$ cat config.mk
export PLATFORM = sky130hd
export DESIGN_NAME = lrsc_monitor
export DESIGN_NICKNAME = d
export VERILOG_FILES = /design/src/rtl/lrsc_pkg.sv /design/src/rtl/lrsc_rsv_reg.sv /design/src/rtl/lrsc_match.sv /design/src/rtl/lrsc_rsp.sv /design/src/rtl/lrsc_monitor.sv
export SDC_FILE = /design/constraint.sdc
export NUM_CORES = 1
export LEC_CHECK = 0
export BUFFER_PORTS_ARGS = -buffer_cell sky130_fd_sc_hd__clkbuf_2
export CAP_MARGIN = 15
export CELL_PAD_IN_SITES_DETAIL_PLACEMENT = 1
export CELL_PAD_IN_SITES_GLOBAL_PLACEMENT = 1
export CORE_MARGIN = 2
export CORE_UTILIZATION = 29
export DETAILED_ROUTE_END_ITERATION = 10
export GPL_TIMING_DRIVEN = 0
export HOLD_SLACK_MARGIN = 0.06
export PLACE_DENSITY_LB_ADDON = 0.3
export SLEW_MARGIN = 20
export SYNTH_ARGS = -nofsm -noshare
export SYNTH_HDL_FRONTEND = slang
export SYNTH_SLANG_ARGS = --single-unit
$ cat constraint.sdc
create_clock -name clk -period 2.2 [get_ports clk]
set_input_delay 0.22 -clock clk [delete_from_list [all_inputs] [get_ports clk]]
set_output_delay 0.22 -clock clk [all_outputs]
set_load 0.02 [all_outputs]
$ cat src/rtl/lrsc_pkg.sv
package lrsc_pkg;

    typedef enum logic [1:0] {
        REQ_IDLE       = 2'b00,
        REQ_LOAD_RSV   = 2'b01,
        REQ_STORE_COND = 2'b10,
        REQ_SPARE      = 2'b11
    } req_kind_e;

    typedef struct packed {
        logic [1:0] rsvd;
        logic       success;
        logic       so;
    } status_t;

    function automatic status_t make_status(input logic success, input logic so);
        status_t s;
        s.rsvd    = 2'b00;
        s.success = success;
        s.so      = so;
        return s;
    endfunction

endpackage

$ cat src/rtl/lrsc_rsv_reg.sv
module lrsc_rsv_reg #(
    parameter int ADDR_W = 32,
    parameter int LEN_W  = 4
) (
    input  logic              clk,
    input  logic              rst,
    input  logic              set,
    input  logic              clr,
    input  logic [ADDR_W-1:0] set_addr,
    input  logic [LEN_W-1:0]  set_len,
    output logic              valid,
    output logic [ADDR_W-1:0] addr,
    output logic [LEN_W-1:0]  len
);
    always_ff @(posedge clk) begin
        if (rst) begin
            valid <= 1'b0;
            addr  <= '0;
            len   <= '0;
        end else if (clr) begin
            valid <= 1'b0;
        end else if (set) begin
            valid <= 1'b1;
            addr  <= set_addr;
            len   <= set_len;
        end
    end
endmodule

$ cat src/rtl/lrsc_match.sv
module lrsc_match #(
    parameter int ADDR_W     = 32,
    parameter int LEN_W      = 4,
    parameter int WORD_BYTES = 4
) (
    input  logic              rsv_valid,
    input  logic [ADDR_W-1:0] rsv_addr,
    input  logic [LEN_W-1:0]  rsv_len,
    input  logic [ADDR_W-1:0] sc_addr,
    input  logic              kill,
    output logic              hit
);
    localparam logic [LEN_W-1:0] WORD_LEN = LEN_W'(WORD_BYTES);

    always_comb begin
        hit = rsv_valid && !kill && (rsv_len == WORD_LEN) && (rsv_addr == sc_addr);
    end
endmodule

$ cat src/rtl/lrsc_rsp.sv
module lrsc_rsp
    import lrsc_pkg::*;
(
    input  logic    clk,
    input  logic    rst,
    input  logic    fire,
    input  logic    success,
    input  logic    so,
    output logic    rsp_valid,
    output status_t rsp_status
);
    always_ff @(posedge clk) begin
        if (rst) begin
            rsp_valid  <= 1'b0;
            rsp_status <= '0;
        end else begin
            rsp_valid <= fire;
            if (fire) begin
                rsp_status <= make_status(success, so);
            end
        end
    end
endmodule

$ cat src/rtl/lrsc_monitor.sv
module lrsc_monitor
    import lrsc_pkg::*;
#(
    parameter int ADDR_W = 32,
    parameter int LEN_W  = 4,
    parameter int WORD_W = 32,
    parameter int XLEN   = 64
) (
    input  logic              clk,
    input  logic              rst,
    input  logic [1:0]        req_kind,
    input  logic [ADDR_W-1:0] req_addr,
    input  logic [LEN_W-1:0]  req_len,
    input  logic              so_in,
    input  logic              invalidate,
    input  logic [WORD_W-1:0] ld_word,
    output logic              st_en,
    output logic              rsp_valid,
    output logic [3:0]        rsp_status,
    output logic [XLEN-1:0]   ld_ext
);
    localparam int WORD_BYTES = WORD_W / 8;

    req_kind_e         kind;
    logic              is_lr;
    logic              is_sc;
    logic              rsv_valid;
    logic [ADDR_W-1:0] rsv_addr;
    logic [LEN_W-1:0]  rsv_len;
    logic              hit;
    status_t           status_q;

    assign kind  = req_kind_e'(req_kind);
    assign is_lr = (kind == REQ_LOAD_RSV);
    assign is_sc = (kind == REQ_STORE_COND);

    lrsc_rsv_reg #(.ADDR_W(ADDR_W), .LEN_W(LEN_W)) u_rsv (
        .clk      (clk),
        .rst      (rst),
        .set      (is_lr && !invalidate),
        .clr      (is_sc || invalidate),
        .set_addr (req_addr),
        .set_len  (req_len),
        .valid    (rsv_valid),
        .addr     (rsv_addr),
        .len      (rsv_len)
    );

    lrsc_match #(.ADDR_W(ADDR_W), .LEN_W(LEN_W), .WORD_BYTES(WORD_BYTES)) u_match (
        .rsv_valid (rsv_valid),
        .rsv_addr  (rsv_addr),
        .rsv_len   (rsv_len),
        .sc_addr   (req_addr),
        .kill      (invalidate),
        .hit       (hit)
    );

    assign st_en = is_sc && hit;

    lrsc_rsp u_rsp (
        .clk        (clk),
        .rst        (rst),
        .fire       (is_sc),
        .success    (st_en),
        .so         (so_in),
        .rsp_valid  (rsp_valid),
        .rsp_status (status_q)
    );

    assign rsp_status = status_q;

    generate
        if (XLEN > WORD_W) begin : g_ext
            assign ld_ext = {{(XLEN-WORD_W){ld_word[WORD_W-1]}}, ld_word};
        end else begin : g_same
            assign ld_ext = ld_word[XLEN-1:0];
        end
    endgenerate
endmodule

-- After elaboration in Yosys (flattened, before gate mapping)
Cells that the tools add are included.
- register bits after elaboration: 40
- input port bits: 74
- output and inout bits: 70
- logic and storage cells: 20
- equal/unequal tests: 4
- bitwise gates (word level): 1
- reductions and logical operators: 9
- operator list (operator ; number):
    == test 32 bit ; 1
    logical AND 1 bit ; 5
    == test 4 x 3 -> 1 bit (second input constant) ; 1
    == test 2 x 1 -> 1 bit (second input constant) ; 1
    == test 2 bit (second input constant) ; 1
    AND reduction 2 bit ; 1
    OR reduction 2 bit ; 1
    zero test 1 bit ; 1
    logical OR 1 bit ; 1
    inverter 1 bit ; 1

-- Depth between registers and ports, before layout
Gate-level depths: netlist of the first run.
- depth in word-level cells: 5
- mapped depth: 6
- gate-level depth less buffers: 5

-- Cells and area by module
A second synthesis of the first run with hierarchy kept.
- cells, all modules: 292
- area total of the unflattened synthesis: 2850.2 sq um
- by module, submodules not included (module ; times used ; cells an instance ; area each (sq um) ; seq. area each (sq um)):
    lrsc_rsv_reg ; 1 ; 168 ; 1846.8 ; 740.7
    lrsc_monitor ; 1 ; 68 ; 515.5 ; 0.0
    lrsc_match ; 1 ; 45 ; 375.4 ; 0.0
    lrsc_rsp ; 1 ; 11 ; 112.6 ; 60.1

-- Least setup slack after synthesis of the first run
Ideal clock, no wire load.
- path type: register to output
- start point: reg u_rsv.len[3]
- end point: out st_en
- arrival: 1.809 ns
- required time: 1.980 ns
- path slack: 0.171 ns
- cell stages (with the launch flop): 6
- path buffers: 0
- cells stage by stage: dfxtp_1 > nor4b_1 > nand4b_1 > nor4_1 > nand4_1 > nor4_1
- cells in the longest elaborated chain, start to end: 4
- RTL lines (item ; RTL line ; text):
    start, declared ; lrsc_rsv_reg.sv:13 ; output logic [LEN_W-1:0] len
    start signal, assigned ; lrsc_rsv_reg.sv:25 ; len <= set_len;
    == test 4 x 3 -> 1 bit ; lrsc_match.sv:16 ; hit = rsv_valid && !kill && (rsv_len == WORD_LEN) && (rsv_addr == sc_addr);
    logical AND 1 bit (2 in series) ; lrsc_match.sv:16 ;
    logical AND 1 bit ; lrsc_monitor.sv:58 ; assign st_en = is_sc && hit;
    end, declared ; lrsc_monitor.sv:17 ; output logic st_en,
No other way between the ends.

-- Final worst setup path of the first run
Same ends and word-level chain as after synthesis.

==> out/metrics.csv, run 1 <==
stage;metric;value;unit
run_status;status;complete, no violations;
synth;post-synth-top-area-cell;dfxtp_1;
timing;finalMaxSlewViolations;0;
layout;diodes;0;
route;viasPerCell;4.30;
pwr;pwr_density_cell;571;nW/µm²
clocking;cts_max_path_buffers;2;
pwr;p_leak;1.44;nW
placement;port_buffers;109;
synth;synth_edf_count;0;
floorplanning;start_util;29.6;%
layout;final_cell_count_no_fill;509;
layout;fin_nets;480;
floorplanning;rows;32;
grt;overflow;0;
synth;synth_area;2260;µm²
clocking;cts_tree;built;
timing;rsz0062_at_grt;false;
clocking;ctsRootBufferMaster;clkbuf_8;
clocking;postCtsSetupRepairBufs;0;
grt;antenna_found_initial;0;
critical_path;crit_type;reg -> out;
synth;ys_seq_area_share;35.4;%
timing;skew;5.81;ps
grt;grt_pass1_vias;2077;
clocking;clk_latency;290;ps
synth;synthesis.yosys.warnings;0;
critical_path;crit_required;1980;ps
route;dr_total_vias;2190;
route;wl_per_cell;12.1;µm
synth;synth_flop_cell;dfxtp_1;
hold_path;hp-class;in -> reg;
grt;grt_usage;14.0;%
timing;max-slew-margin-rel;64.5;%
timing;min_period;2090;ps
clocking;clk_pin_slew;70;ps
grt;grt_pass1_wl;9460;µm
synth;synth.most_common_cell;nand2_1;
route;wl;6180;µm
clocking;hold_buffers;0;
floorplanning;io_pins;144;
timing;finalCritPeriodShare;95.1;%
grt;grt_max_degree;34;
placement;dp.cells;501;
placement;globalplace.congestion;0.770;
synth;async_flop_share;0;%
clocking;clkSinkCount;40;
synth;netlist_instances;289;
placement;hpwl;4940;µm
timing;setup_viol;0;
synth;synth_seq_cells;40;
synth;synth.distinct_cells;25;
synth;synth_area_leaders;dfxtp_1 (35%), buf_4 (22%), nand2_1 (12%);
timing;hold_violations;0;
clocking;h-tree-depth;2;
route;ant_nets;0;
floorplanning;die_y;92.3;µm
critical_path;cp.arrival;1870;ps
timing;max_slew.worst_pin.slew;533;ps
layout;drive_above_1_share;46.2;%
route;drtIter0Drc;54;
layout;final_core_util;40.2;%
pwr;ir_drop;0.313;mV
critical_path;end_kind;output port;
critical_path;crit_fanout;2;
synth;synth_top_area_share;35.4;%
synth;synth_common_cells;nand2_1 (72), buf_4 (66), dfxtp_1 (40);
timing;fmax;478;MHz
floorplanning;die_x;92.3;µm
synth;avgSynthCellArea;7.83;µm²
floorplanning;dieArea;8520;µm²
route;drc;0;
critical_path;crit_path_start_kind;register;
floorplanning;coreArea;7650;µm²
job;maxCapViolCount;0;
timing;setup_tns;0;ps
layout;area_growth;36.0;%
route;firstDrtPassIters;4;
clocking;cts_buffers;5;
report_power, final:
group | internal, mW | switching [mW]
logic | 0.190 | 0.216
registers | 0.747 | 0.0150
clock network | 0.337 | 0.251
total | 1.27 | 0.483
layer usage:
metal / global-route usage (%) / up-vias / share of wire [%] / wire length (µm)
met5: 0 / - / 0 / 0
met1: 15.6 / 1019 / 40 / 2450
li1: - / 1099 / - / -
met2: 25.8 / 65 / 53 / 3300
met3: 3.50 / 7 / 5.9 / 364
met4: 4.35 / 0 / 0.97 / 60
kinds of logic (layout without fill, tap and decap cells):
| group | after synthesis | after routing | synth area share, % |
|---|---|---|---|
| other | 1 | 2 | 0.166 |
| multiplexers | 1 | 1 | 0.442 |
| XOR/XNOR | 27 | 27 | 10.5 |
| AO/OA/AOI/OAI | 42 | 42 | 10.0 |
| flip-flops | 40 | 40 | 35.4 |
| buffers and inverters | 82 | 199 | 24.6 |
| AND/OR/NAND/NOR | 96 | 96 | 19.0 |
registers in the layout (all words and copies together) (netlist names):
register,count
u_rsp.rsp_status,2
u_rsp.rsp_valid,1
u_rsv.addr,32
u_rsv.len,4
u_rsv.valid,1
final timing paths:
path                            depth (start not counted)  slack (ps)             endpoint            from
worst max-delay path                                    6         110                st_en    u_rsv.len[3]
worst min-delay path                                    3         150         u_rsv.len[1]      req_len[1]
worst max register to register                          5         480  u_rsp.rsp_status[1]  u_rsv.addr[21]
worst min register to register                          2         460       u_rsv.addr[30]  u_rsv.addr[30]
placed cells by master (no fill, tap or decap), drive strengths merged:
master   netlist  routed
a2111oi        1       1
a21oi         37      37
a221oi         1       1
buf           66      67
bufinv         0       1
clkbuf        12     126
clkinv         0       1
conb           1       2
dfxtp         40      40
inv            4       4
mux2i          1       1
nand2         72      72
nand2b         3       3
nand3b         1       1
nand4          5       5
nand4b         1       1
nor2           2       2
nor2b          4       4
nor3           1       1
nor4           5       5
nor4b          1       1
o21ai          1       1
o22ai          2       2
or4            1       1
xnor2         14      14
xor2          13      13
metrics by stage:
step           power, mW  setup slack [ps]  hold WS (ps)  area [µm²]
2_1_floorplan       1.05               171           299        2270
3_3_place_gp        1.18              35.4           445        2940
3_5_place_dp        1.19             -17.8           449        2940
4_1_cts             1.78              1.50           138        3060
5_1_grt             1.85              5.47           156        3080
6_report            1.76               108           149        3080
worst max-delay path, stage by stage, from the launching register on:
cell and delay (ps):
dfxtp_1 320, nor4b_2 280, nand4b_1 170, nor4_2 210, nand4_1 170, nor4_2 230, buf_4 200
layout make-up:
class | count | area (µm²)
fill | 984 | 4570
tap | 102 | 128
timing repair buffer | 109 | 548
multi-input combinational | 168 | 936
sequential | 40 | 801
buffer | 78 | 541
inverter | 4 | 15.0
clock inverter | 2 | 35.0
clock buffer | 6 | 72.6
what timing repair did:
item | 4_1_cts | 5_1_grt
pin swaps | 2 | 0
endpoints found under the setup margin | 1 | 1
gates cloned | 0 | 0
resized for setup | 3 | 3
Power figures use the tool's default switching activity.
==> run 2: changes to the inputs <==
MAX_ROUTING_LAYER = met4   (was unset)
==> out/metrics.csv, run 2 (synthesized netlist as in run 1, its figures left out) <==
stage;metric;value;unit;change
run_status;status;complete, no violations;;unchanged
critical_path;cpPeakStageDelay;320;ps;about the same
layout;fin_nets;480;;unchanged
floorplanning;io_pins;144;;unchanged
grt;antenna_found_initial;0;;unchanged
route;dr_total_vias;2190;;unchanged
route;firstDrtPassIters;4;;unchanged
timing;skew;5.81;ps;about the same
pwr;pwr_density_cell;571;nW/µm²;about the same
critical_path;path_buf_inv;1;;unchanged
job;maxCapViolCount;0;;unchanged
layout;top_regs;u_rsv.addr (32), u_rsv.len (4), u_rsp.rsp_status (2);;unchanged
timing;min_period;2090;ps;about the same
route;wl_per_cell;12.1;µm;about the same
layout;largest_reg_flops;32;;unchanged
critical_path;cp_slowest_cell;dfxtp_1;;unchanged
layout;regMostFlops;u_rsv.addr;;unchanged
pwr;ir_drop;0.313;mV;unchanged
timing;hold_violations;0;;unchanged
grt;grt_pass1_wl;9470;µm;was 9460 µm
layout;layout_common_cells;clkbuf_2 (108), nand2_1 (72), buf_4 (67);;unchanged
floorplanning;coreArea;7650;µm²;unchanged
clocking;cts_max_path_buffers;2;;unchanged
clocking;clk_pin_slew;70;ps;about the same
critical_path;crit_chain;nor4b_2 -> nand4b_1 -> nor4_2 -> nand4_1 -> nor4_2 -> buf_4;;unchanged
critical_path;crit_fanout;2;;unchanged
floorplanning;die_y;92.3;µm;unchanged
layout;final_common_cell;clkbuf_2;;unchanged
critical_path;end_kind;output port;;unchanged
layout;diodes;0;;unchanged
critical_path;cp.arrival;1870;ps;about the same
critical_path;cpLargestDelayFamily;simple AND/OR/NAND/NOR gates;;unchanged
timing;rsz0062_at_grt;false;;unchanged
timing;max_slew.worst_pin.slew;533;ps;unchanged
timing;finalMaxSlewViolations;0;;unchanged
placement;hpwl;4940;µm;unchanged
timing;max-slew-margin-rel;64.5;%;unchanged
floorplanning;die_x;92.3;µm;unchanged
timing;setup_tns;0;ps;unchanged
floorplanning;dieArea;8520;µm²;unchanged
timing;fmax;478;MHz;about the same
critical_path;crit_type;reg -> out;;unchanged
placement;globalplace.congestion;0.780;;was 0.770
floorplanning;rows;32;;unchanged
critical_path;cp_common_cell;nor4_2;;unchanged
pwr;p_leak;1.44;nW;unchanged
clocking;h-tree-depth;2;;unchanged
clocking;cts_tree;built;;unchanged
route;viasPerCell;4.30;;unchanged
hold_path;hp-class;in -> reg;;unchanged
clocking;postCtsSetupRepairBufs;0;;unchanged
pwr;power;1.76;mW;about the same
grt;grt_pass1_vias;2073;;was 2077
critical_path;crit_required;1980;ps;about the same
route;drc;0;;unchanged
clocking;clk_latency;290;ps;about the same
timing;finalCritPeriodShare;95.1;%;about the same
layout;area_growth;36.0;%;unchanged
route;wl;6170;µm;was 6180 µm
layout;drive_above_1_share;46.2;%;unchanged
grt;grt_max_degree;34;;unchanged
grt;overflow;0;;unchanged
placement;port_buffers;109;;unchanged
route;ant_nets;0;;unchanged
clocking;clkSinkCount;40;;unchanged
timing;setup_viol;0;;unchanged
clocking;cts_buffers;5;;unchanged
critical_path;crit_path_start_kind;register;;unchanged
floorplanning;start_util;29.6;%;unchanged
grt;grt_usage;14.3;%;was 14.0%
route;drtIter0Drc;54;;unchanged
clocking;ctsRootBufferMaster;clkbuf_8;;unchanged
[run 2: power breakdown]
part | total, mW | internal (mW) | switching [mW]
clock network | 0.588 | 0.337 | 0.251
logic | 0.406 | 0.190 | 0.216
registers | 0.762 | 0.747 | 0.0150
[run 2: metrics by stage]
stage	utilization, %	setup slack (ps)	hold slack (ps)	cells	area [µm²]
floorplan	-	171	299	290	2270
global placement	38.4	35.4	445	501	2940
detailed placement	38.4	-17.8	449	501	2940
CTS	40.0	1.50	138	509	3060
global route	40.2	5.46	156	509	3080
finish	40.2	108	149	509	3080
[run 2: worst min-delay path, stage by stage]
cell and delay, ps:
clkbuf_2 80, nand2_1 50, a21oi_1 50
[run 2: final timing paths]
path / start / to / slack (ps) / depth (start not counted)
setup reg to reg: u_rsv.addr[21] / u_rsp.rsp_status[1] / 480 / 5
hold reg to reg: u_rsv.addr[30] / u_rsv.addr[30] / 460 / 2
setup / recovery: u_rsv.len[3] / st_en / 110 / 6
hold / removal: req_len[1] / u_rsv.len[1] / 150 / 3
[run 2: layout make-up]
cell class	instances	area (µm²)
inverter	4	15.0
timing repair buffer	109	548
multi-input combinational	168	936
buffer	78	541
tap	102	128
clock inverter	2	35.0
clock buffer	6	72.6
sequential	40	801
fill	984	4570
[run 2: what timing repair did]
item                                    4_1_cts  5_1_grt
hold buffers                                  0        0
endpoints found under the setup margin        1        1
pin swaps                                     2        0
gates resized for setup                       3        3
[run 2: layer usage]
metal | vias to the layer above | wire (µm) | share of wire (%) | track usage, %
li1 | 1099 | - | - | -
met1 | 1019 | 2470 | 40 | 15.7
met2 | 65 | 3300 | 53 | 25.8
met3 | 7 | 349 | 5.7 | 3.34
met4 | 0 | 61 | 0.99 | 4.35
met5 | - | 0 | 0 | -
==> run 3: changes to the inputs <==
PLACE_DENSITY_LB_ADDON = 0.1   (was 0.3)
==> out/metrics.csv, run 3 (synthesized netlist as in run 1, its figures left out) <==
stage;metric;value;unit;change
grt;grt_pass1_wl;9520;µm;was 9470 µm
layout;fin_nets;480;;unchanged
route;wl;6100;µm;was 6170 µm
clocking;cts_buffers;5;;unchanged
clocking;h-tree-depth;2;;unchanged
floorplanning;rows;32;;unchanged
timing;setup_viol;0;;unchanged
route;viasPerCell;4.24;;was 4.30
pwr;combPwrFrac;24.2;%;was 23.1%
clocking;hold_buffers;0;;unchanged
placement;globalplace.congestion;0.691;;was 0.780
floorplanning;dieArea;8520;µm²;unchanged
floorplanning;io_pins;144;;unchanged
route;dr_total_vias;2156;;was 2190
clocking;clk_pin_slew;70;ps;about the same
route;firstDrtPassIters;4;;unchanged
pwr;p_leak;1.43;nW;was 1.44 nW
placement;pre_cts_ws;-18.9;ps;was -17.8 ps
job;maxCapViolCount;0;;unchanged
layout;final_cell_count_no_fill;509;;unchanged
layout;regMostFlops;u_rsv.addr;;unchanged
timing;holdWs;134;ps;was 149 ps
critical_path;crit_fanout;2;;unchanged
layout;final_core_util;40.0;%;was 40.2%
pwr;p_clk_share;30.4;%;was 33.5%
route;wl_per_cell;12.0;µm;was 12.1 µm
hold_path;min_delay_path_depth;3;;unchanged
floorplanning;coreArea;7650;µm²;unchanged
layout;top_regs;u_rsv.addr (32), u_rsv.len (4), u_rsp.rsp_status (2);;unchanged
route;drc;0;;unchanged
clocking;cts_max_path_buffers;2;;unchanged
pwr;switching_share;28.9;%;was 27.5%
clocking;cts_tree;built;;unchanged
placement;hpwl;4880;µm;was 4940 µm
timing;skew;2.33;ps;was 5.81 ps
grt;grt_max_degree;34;;unchanged
pwr;ir_drop;0.233;mV;was 0.313 mV
pwr;internal_power;1.19;mW;was 1.27 mW
layout;drive_above_1_share;45.9;%;was 46.2%
clocking;ctsRootBufferMaster;clkbuf_8;;unchanged
timing;finalCritPeriodShare;92.6;%;was 95.1%
hold_path;hp-class;in -> reg;;unchanged
layout;diodes;0;;unchanged
critical_path;crit_type;reg -> out;;unchanged
grt;antenna_found_initial;0;;unchanged
floorplanning;start_util;29.6;%;unchanged
layout;largest_reg_flops;32;;unchanged
critical_path;crit_path_start_kind;register;;unchanged
timing;fmax;491;MHz;was 478 MHz
layout;layout_common_cells;clkbuf_2 (108), nand2_1 (72), buf_4 (67);;unchanged
floorplanning;die_y;92.3;µm;unchanged
pwr;p_sw;0.485;mW;was 0.482 mW
layout;area_growth;35.3;%;was 36.0%
grt;grt_pass1_vias;2023;;was 2073
grt;overflow;0;;unchanged
floorplanning;die_x;92.3;µm;unchanged
pwr;pwr_density_cell;548;nW/µm²;was 571 nW/µm²
timing;fin_ws;163;ps;was 108 ps
timing;finalMaxSlewViolations;0;;unchanged
timing;max_slew.worst_pin.slew;526;ps;was 533 ps
timing;max-slew-margin-rel;64.9;%;was 64.5%
placement;port_buffers;109;;unchanged
timing;rsz0062_at_grt;true;;was false
clocking;clk_latency;290;ps;about the same
critical_path;crit_required;1980;ps;about the same
route;ant_nets;0;;unchanged
pwr;pwr-share-seq;45.4;%;was 43.4%
critical_path;cp.arrival;1820;ps;was 1870 ps
timing;min_period;2040;ps;was 2090 ps
critical_path;end_kind;output port;;unchanged
timing;hold_violations;0;;unchanged
grt;grt_usage;14.3;%;about the same
route;drtIter0Drc;40;;was 54
critical_path;r2r_cells;5;;unchanged
placement;dp.cells;501;;unchanged
run_status;status;complete, no violations;;unchanged
layout;final_common_cell;clkbuf_2;;unchanged
clocking;clkSinkCount;40;;unchanged
## run 3: cell count changes in the layout (fill, tap and decap cells not counted), sizes merged
cell	previous run	this run
bufinv	1	0
clkinv	1	0
clkbuf	126	128
## run 3: what timing repair did
action                     in CTS  in global routing
gates resized for setup         4                  3
setup buffers                   0                  0
gates cloned                    0                  0
setup endpoints to repair       1                  1
pin swaps                       2                  2
hold endpoints to repair        0                  0
## run 3: layout make-up
type	count	area [µm²]
fill	980	4590
multi-input combinational	168	937
sequential	40	802
timing repair buffer	109	548
buffer	78	541
tap	102	128
clock buffer	8	90.1
inverter	4	15.0
## run 3: worst paths after layout
path	slack, ps	from	endpoint
setup / recovery	160	u_rsv.addr[15]	st_en
hold / removal	130	req_len[3]	u_rsv.len[3]
setup reg to reg	510	u_rsv.addr[21]	u_rsp.rsp_status[1]
hold reg to reg	460	u_rsv.len[0]	u_rsv.len[0]
## run 3: power groups by stage
stage          clock, mW  combinational, mW  sequential, mW
5_1_grt            0.564              0.442           0.765
3_5_place_dp           0              0.410           0.779
6_report           0.510              0.405           0.762
2_1_floorplan          0              0.268           0.778
4_1_cts            0.531              0.412           0.762
3_3_place_gp           0              0.405           0.778
## run 3: per-stage QoR
| stage | power, mW | cell area (µm²) | TNS [ps] |
|---|---|---|---|
| CTS | 1.71 | 3050 | 0 |
| global route | 1.77 | 3060 | -29.3 |
| finish | 1.68 | 3060 | 0 |
| detailed placement | 1.19 | 2940 | -18.9 |
| floorplan | 1.05 | 2270 | 0 |
| global placement | 1.18 | 2940 | -46.8 |
## run 3: worst max-delay path, stage by stage, from the launching register on
cell,delay [ps]
dfxtp_1,320
xnor2_1,190
nand4_1,130
nor4_2,320
nand4_1,170
nor4_2,200
buf_4,190
## run 3: metal layers
metal,global-route usage (%),share of wire [%],vias to the layer above
met5,-,0,-
met4,3.73,0.79,0
met3,3.01,6.3,5
met2,24.5,50,69
met1,17.2,43,986
li1,-,-,1096
